### src/rtl/sector_seq_pkg.sv
package sector_seq_pkg;

    typedef enum logic [1:0] {
        ST_IDLE,
        ST_XFER,
        ST_BUILD,
        ST_RESULT
    } seq_state_t;

    localparam int          EOT_BIT       = 7;
    localparam logic [1:0]  TERM_NORMAL   = 2'b00;
    localparam logic [1:0]  TERM_ABORT    = 2'b01;
    localparam logic [7:0]  SIZE_CODE_512 = 8'd2;
    localparam int          PKT_LEN       = 7;

endpackage

### src/rtl/sector_step.sv
module sector_step #(
    parameter int CYL_W = 8,
    parameter int SEC_W = 8
) (
    input  logic [CYL_W-1:0] cyl,
    input  logic             head,
    input  logic [SEC_W-1:0] sec,
    input  logic             mt,
    input  logic [SEC_W-1:0] spt,
    input  logic [CYL_W-1:0] max_cyl,
    output logic [CYL_W-1:0] nxt_cyl,
    output logic             nxt_head,
    output logic [SEC_W-1:0] nxt_sec,
    output logic             nxt_eot
);

    logic wrap;
    logic bump_cyl;

    always_comb begin
        wrap     = (sec >= spt);
        bump_cyl = wrap && (!mt || head);
        nxt_sec  = wrap ? SEC_W'(1) : sec + SEC_W'(1);
        nxt_head = (wrap && mt) ? ~head : head;
        nxt_cyl  = (bump_cyl && (cyl < max_cyl)) ? cyl + CYL_W'(1) : cyl;
        nxt_eot  = (nxt_head == mt) && (nxt_sec == spt);
    end

endmodule

### src/rtl/result_mux.sv
module result_mux
    import sector_seq_pkg::*;
#(
    parameter int CYL_W = 8,
    parameter int SEC_W = 8,
    parameter int IDX_W = 3
) (
    input  logic [7:0]       st0,
    input  logic [7:0]       st1,
    input  logic [7:0]       st2,
    input  logic [CYL_W-1:0] cyl,
    input  logic             head,
    input  logic [SEC_W-1:0] sec,
    input  logic [IDX_W-1:0] idx,
    output logic [7:0]       byte_o
);

    localparam int SLOTS = 1 << IDX_W;

    logic [7:0] slot [SLOTS];

    assign slot[0] = st0;
    assign slot[1] = st1;
    assign slot[2] = st2;
    assign slot[3] = 8'(cyl);
    assign slot[4] = {7'd0, head};
    assign slot[5] = 8'(sec);
    assign slot[6] = SIZE_CODE_512;

    generate
        for (genvar g = PKT_LEN; g < SLOTS; g++) begin : g_pad
            assign slot[g] = 8'h00;
        end
    endgenerate

    assign byte_o = slot[idx];

endmodule

### src/rtl/sector_seq.sv
module sector_seq
    import sector_seq_pkg::*;
#(
    parameter int CYL_W = 8,
    parameter int SEC_W = 8,
    parameter int IDX_W = 3
) (
    input  logic             clk,
    input  logic             rst_n,
    input  logic             cmd_start,
    input  logic [1:0]       drive_sel,
    input  logic             multi_trk,
    input  logic [CYL_W-1:0] start_cyl,
    input  logic             start_head,
    input  logic [SEC_W-1:0] start_sec,
    input  logic [SEC_W-1:0] spt,
    input  logic [CYL_W-1:0] max_cyl,
    input  logic             sec_done,
    input  logic             tc,
    input  logic             result_ack,
    input  logic [IDX_W-1:0] rd_idx,
    output logic [7:0]       rd_byte,
    output logic [7:0]       st0,
    output logic [7:0]       st1,
    output logic [7:0]       st2,
    output logic [CYL_W-1:0] cur_cyl,
    output logic             cur_head,
    output logic [SEC_W-1:0] cur_sec,
    output logic             drq_en,
    output logic             res_req
);

    seq_state_t state_q, state_d;

    logic [CYL_W-1:0] cyl_q, max_q;
    logic             head_q, mt_q;
    logic [SEC_W-1:0] sec_q, spt_q;
    logic [1:0]       drv_q;
    logic [7:0]       st0_q, st1_q, st2_q;
    logic             drq_q, req_q;

    logic [CYL_W-1:0] step_cyl;
    logic             step_head;
    logic [SEC_W-1:0] step_sec;
    logic             step_eot;

    logic adv_req, eot_now, abort_hit, finish_hit, plain_adv, defer_adv;

    sector_step #(.CYL_W(CYL_W), .SEC_W(SEC_W)) u_step (
        .cyl      (cyl_q),
        .head     (head_q),
        .sec      (sec_q),
        .mt       (mt_q),
        .spt      (spt_q),
        .max_cyl  (max_q),
        .nxt_cyl  (step_cyl),
        .nxt_head (step_head),
        .nxt_sec  (step_sec),
        .nxt_eot  (step_eot)
    );

    result_mux #(.CYL_W(CYL_W), .SEC_W(SEC_W), .IDX_W(IDX_W)) u_pkt (
        .st0    (st0_q),
        .st1    (st1_q),
        .st2    (st2_q),
        .cyl    (cyl_q),
        .head   (head_q),
        .sec    (sec_q),
        .idx    (rd_idx),
        .byte_o (rd_byte)
    );

    always_comb begin
        adv_req    = (state_q == ST_XFER) && sec_done;
        eot_now    = st1_q[EOT_BIT];
        abort_hit  = adv_req && !tc && eot_now;
        finish_hit = adv_req && tc;
        plain_adv  = adv_req && !tc && !eot_now;
        defer_adv  = (state_q == ST_BUILD) && (st0_q[7:6] == TERM_NORMAL) && eot_now;
    end

    always_comb begin
        state_d = state_q;
        unique case (state_q)
            ST_IDLE:   if (cmd_start)               state_d = ST_XFER;
            ST_XFER:   if (abort_hit || finish_hit) state_d = ST_BUILD;
            ST_BUILD:                               state_d = ST_RESULT;
            ST_RESULT: if (result_ack)              state_d = ST_IDLE;
            default:                                state_d = ST_IDLE;
        endcase
    end

    always_ff @(posedge clk) begin
        if (!rst_n) state_q <= ST_IDLE;
        else        state_q <= state_d;
    end

    always_ff @(posedge clk) begin
        if (!rst_n) begin
            cyl_q  <= '0;
            head_q <= 1'b0;
            sec_q  <= '0;
            drv_q  <= 2'd0;
            mt_q   <= 1'b0;
            spt_q  <= '0;
            max_q  <= '0;
            st0_q  <= 8'h00;
            st1_q  <= 8'h00;
            st2_q  <= 8'h00;
            drq_q  <= 1'b0;
            req_q  <= 1'b0;
        end else begin
            req_q <= (state_q == ST_BUILD);
            unique case (state_q)
                ST_IDLE: begin
                    if (cmd_start) begin
                        cyl_q  <= start_cyl;
                        head_q <= start_head;
                        sec_q  <= start_sec;
                        drv_q  <= drive_sel;
                        mt_q   <= multi_trk;
                        spt_q  <= spt;
                        max_q  <= max_cyl;
                        drq_q  <= 1'b1;
                    end
                end
                ST_XFER: begin
                    if (plain_adv) begin
                        cyl_q  <= step_cyl;
                        head_q <= step_head;
                        sec_q  <= step_sec;
                        if (step_eot) st1_q[EOT_BIT] <= 1'b1;
                    end else if (abort_hit) begin
                        st0_q <= {TERM_ABORT, 3'b000, head_q, drv_q};
                        drq_q <= 1'b0;
                    end else if (finish_hit) begin
                        st0_q <= {TERM_NORMAL, 3'b000, head_q, drv_q};
                        st2_q <= 8'h00;
                        drq_q <= 1'b0;
                    end
                end
                ST_BUILD: begin
                    if (defer_adv) begin
                        cyl_q          <= step_cyl;
                        head_q         <= step_head;
                        sec_q          <= step_sec;
                        st1_q[EOT_BIT] <= 1'b0;
                        st0_q[2]       <= step_head;
                    end
                end
                ST_RESULT: begin
                    if (result_ack) begin
                        st1_q <= 8'h00;
                        st2_q <= 8'h00;
                    end
                end
                default: ;
            endcase
        end
    end

    assign st0      = st0_q;
    assign st1      = st1_q;
    assign st2      = st2_q;
    assign cur_cyl  = cyl_q;
    assign cur_head = head_q;
    assign cur_sec  = sec_q;
    assign drq_en   = drq_q;
    assign res_req  = req_q;


    req_pulse_chk: assert property (@(posedge clk) disable iff (!rst_n)
        res_req |=> !res_req);


    abort_code_chk: assert property (@(posedge clk) disable iff (!rst_n)
        abort_hit |=> (st0[7:6] == TERM_ABORT) && !drq_en && (cur_sec == $past(sec_q)) && st1[EOT_BIT]);


    finish_code_chk: assert property (@(posedge clk) disable iff (!rst_n)
        finish_hit |=> (st0[7:6] == TERM_NORMAL) && !drq_en && (st2 == 8'h00));


    cyl_clamp_chk: assert property (@(posedge clk) disable iff (!rst_n)
        (plain_adv && (cyl_q >= max_q)) |=> (cur_cyl == $past(cyl_q)));


    idle_clear_chk: assert property (@(posedge clk) disable iff (!rst_n)
        (state_q == ST_RESULT && result_ack) |=> (st1 == 8'h00) && (st2 == 8'h00) && $stable(st0));


    hold_result_chk: assert property (@(posedge clk) disable iff (!rst_n)
        (state_q == ST_RESULT && !result_ack) |=> $stable(cur_sec) && $stable(cur_cyl) && $stable(st1));

endmodule

### config.mk
export PLATFORM = sky130hd
export DESIGN_NAME = sector_seq
export DESIGN_NICKNAME = d
export VERILOG_FILES = /design/src/rtl/sector_seq_pkg.sv /design/src/rtl/sector_step.sv /design/src/rtl/result_mux.sv /design/src/rtl/sector_seq.sv
export SDC_FILE = /design/constraint.sdc
export NUM_CORES = 1
export LEC_CHECK = 0
export BUFFER_PORTS_ARGS = -buffer_cell sky130_fd_sc_hd__buf_2
export CORE_MARGIN = 2
export CORE_UTILIZATION = 50
export CTS_CLUSTER_DIAMETER = 40
export DETAILED_ROUTE_END_ITERATION = 10
export PLACE_DENSITY_LB_ADDON = 0.3
export SETUP_SLACK_MARGIN = 0.02
export SYNTH_ARGS = -nofsm -noshare
export SYNTH_HDL_FRONTEND = slang
export SYNTH_SLANG_ARGS = --single-unit
### constraint.sdc
create_clock -name clk -period 3.5 [get_ports clk]
set_clock_uncertainty 0.15 [all_clocks]
set_input_delay 0.7 -clock clk [delete_from_list [all_inputs] [get_ports clk]]
set_output_delay 0.7 -clock clk [all_outputs]
set_load 0.005 [all_outputs]
==> out/results.tsv <==
stage	metric	value	unit
power	sequential power share	28.9	%
critical_path	CP max-delay cell	dfxtp_1	
hold_path	Hold Path End	max_q[7]	
placed_design	placed inst area	0.00355	mm²
critical_path	crit path max fanout	10	
critical_path	Register-to-Register Setup Slack	720	ps
placed_design	IO buf count	76	
clock_network	clk slew on worst S/H paths	90	ps
detailed_routing	drt drc	0	
power	switching pwr	1500	µW
power	P_leak	0.00164	µW
detailed_routing	ANT nets after route	0	
synthesis	Top FF cell, synth	dfxtp_1	
cells_and_area	Nets	553	
clock_network	number of buffers created by CTS	5	
critical_path	sequence of cells on the critical path	inv_1, ha_1, a31oi_1, nor2b_1, o311a_4, o21ai_0, a21oi_1, o21a_1, o21ai_1, a221oi_1	
clock_network	clk buf depth	2	
synthesis	most frequent cells after synthesis	nand2_1, dfxtp_1, a21oi_1, nor2_1, inv_1	
floorplanning	Die X	83.9	µm
power	Sw Share	47.4	%
floorplanning	IO Count	96	
clock_network	cts hold-fix bufs	0	
global_route	largest net degree at the start of global routing	41	
global_route	number of global-route vias before repair	2944	
critical_path	worst r2r path cells	10	
critical_path	Worst EP arrival	2840	ps
synthesis	multiplexer area fraction after synthesis	2.23	%
timing	setup TNS	0	ps
clock_network	CTS tree	built	
hold_path	Hold Startpoint	max_q[7]	
hold_path	hold depth	2	
synthesis	syn avg cell area	7.64	µm²
cells_and_area	Diodes inserted	0	
global_route	gr ovfl total	0	
detailed_routing	final wirelength	8410	µm
synthesis	Gate Count Post-Synth	418	
detailed_routing	post-DR vias/cell	5.54	
cells_and_area	Layout Cells excl Fill	564	
cells_and_area	Finished Core Util	58.4	%
global_route	Global Route Usage Sum	24.1	%
floorplanning	Starting Density	50.9	%
timing	relative slew slack	53.6	%
cells_and_area	ratio of cells with drive above 1 in the final layout	20.9	%
run_status	status	completed	
timing	number of hold violations in the final report	0	
power	Peak supply drop	0.466	mV
clock_network	H-tree depth	2	
clock_network	postcts setup bufs	0	
detailed_routing	First-pass DRT Iterations	4	
critical_path	crit end category	register	
synthesis	largest family of logic cells by synthesized area	compound AO/OA/AOI/OAI gates	
power	Clock power frac	13.2	%
synthesis	Synth Area in Compound Gates	25.9	%
placed_design	DPL Wire Length	6470	µm
floorplanning	CORE AREA	0.00628	mm²
clock_network	post-CTS sizing	0	
timing	Final Setup Violations	0	
clock_network	Clock Sinks	45	
global_route	first-pass GRT wire length	14000	µm
timing	max-slew violation count	0	
synthesis	post-synthesis cell type count	57	
placed_design	placed insts	556	
timing	fmax	360	MHz
synthesis	asr flop ratio synth	0	%
synthesis	Synth Cell Area	0.00319	mm²
synthesis	count leader, synth	nand2_1	
timing	RSZ-0062 raised after global routing	no	
critical_path	WS Path Type	reg2reg	
timing	Least-Margin Pin Slew	689	ps
cells_and_area	Design Area, Final	0.00367	mm²
critical_path	WP data required	3560	ps
hold_path	HP Class	reg2reg	
critical_path	crit-path leading delay family	compound AO/OA/AOI/OAI gates	
synthesis	EDFF count, synth	0	
clock_network	root buf cell	clkbuf_8	
floorplanning	height of the die	83.9	µm
synthesis	synth warn	0	
synthesis	synthesis-stage register bit count	45	
power	Power Dens Cells	863	mW/mm²
critical_path	Worst Path Buf+Inv	1	
floorplanning	die area	0.00704	mm²
power	Int Power	1670	µW
detailed_routing	via count	3123	
synthesis	Post-Synth Adder-Cell Area	8.62	%
clock_network	clock latency on the worst-skew pair	310	ps
power	PnR Total Power	3170	µW
critical_path	reg2reg end	cur_cyl[0]	
synthesis	cell accounting for the most synthesized area	dfxtp_1	
synthesis	share of the synthesized area in the top cell type	28.2	%
critical_path	r2r startpoint	cur_sec[0]	
cells_and_area	Synth-to-Final Area Change	14.9	%
synthesis	register area share after synthesis	28.2	%
placed_design	gp weighted congestion	0.965	
global_route	antenna violations before repair	0	
timing	Tmin final	2780	ps
floorplanning	Core Rows	29	
synthesis	simple-gate share of the synthesized area	21.0	%
run	max cap viols	0	
critical_path	Worst setup SP type	register	
critical_path	crit-path max cell delay	500	ps
timing	period utilization	79.4	%
synthesis	Synth area leaders	dfxtp_1, ha_1, nand2_1, a21oi_1, buf_4	
detailed_routing	1st-iter DRT viols	224	
synthesis	Post-Synth XOR/XNOR Area	3.33	%
power	Logic pwr share	57.9	%
detailed_routing	DR WL/cell	14.9	µm
flip-flops by register name, summed over array words and instances (netlist names), 2 cells and up:
name,cells
drv_q,2
st0,4
cur_sec,8
spt_q,8
cur_cyl,8
max_q,8
state_q,2
stage by stage:
step,worst slack (ps),hold WS [ps]
after floorplan,969,286
after global placement,834,293
after detailed placement,766,298
after CTS,724,311
after global routing,446,332
final,721,309
how the worst max path moves through the flow:
stage / start / end / slack, ps / depth (start not counted)
finish: cur_sec[0] / cur_cyl[0] / 720 / 10
global route: cur_sec[0] / cur_cyl[0] / 450 / 10
CTS: cur_sec[0] / cur_cyl[0] / 720 / 10
detailed placement: cur_sec[1] / st1[7] / 770 / 9
global placement: cur_sec[1] / st1[7] / 830 / 9
floorplan: cur_sec[1] / st1[7] / 970 / 9
power by group through the flow:
stage	registers [µW]	logic, µW	clock network (µW)
floorplan	822	1390	0
global placement	915	1780	0
detailed placement	919	1820	0
CTS	907	1830	423
global route	941	2060	441
finish	915	1830	417
layout by cell type, fill, tap and decap left out, types with 10 or more instances in the layout:
master    netlist  layout
buf_2           7      76
inv_1          26      26
a22oi_1        13      13
nor2_1         35      35
a21oi_1        37      37
nand2_1        59      59
ha_1           22      22
a211oi_1       11      11
nor2b_1        11      11
nand3_1        10      10
nor3_1         12      12
dfxtp_1        45      45
conb_1          1      19
o21ai_0        14      14
routing by layer:
metal	part of all wire, %	track usage, %	wire length [µm]
met1	46	33.2	3880
met2	46	38.9	3850
met3	6.7	3.66	566
met4	1.4	7.48	120
met5	0	0	0
worst reg2reg max path, cell delays in order, from the launching register on:
cell and delay, ps:
dfxtp_1 500, inv_1 130, ha_1 300, a31oi_1 70, nor2b_1 210, o311a_4 250
o21ai_0 90, a21oi_1 230, o21a_1 350, o21ai_1 120, a221oi_1 290
cell type report:
| type | count | area, µm² |
|---|---|---|
| Timing Repair Buffer | 83 | 433 |
| Clock buffer | 5 | 68.8 |
| Multi-Input combinational cell | 325 | 2020 |
| Fill cell | 609 | 2610 |
| Inverter | 26 | 97.6 |
| Clock inverter | 3 | 47.5 |
| Tap cell | 77 | 96.3 |
| Sequential cell | 45 | 901 |
cell families after synthesis:
logic type | after synthesis
AND/OR/NAND/NOR | 147
AO/OA/AOI/OAI | 121
buffers and inverters | 66
flip-flops | 45
adder cells (fa/ha/maj) | 22
XOR/XNOR | 9
multiplexers | 7
other | 1
No activity file was read; power rests on OpenSTA's default activity.
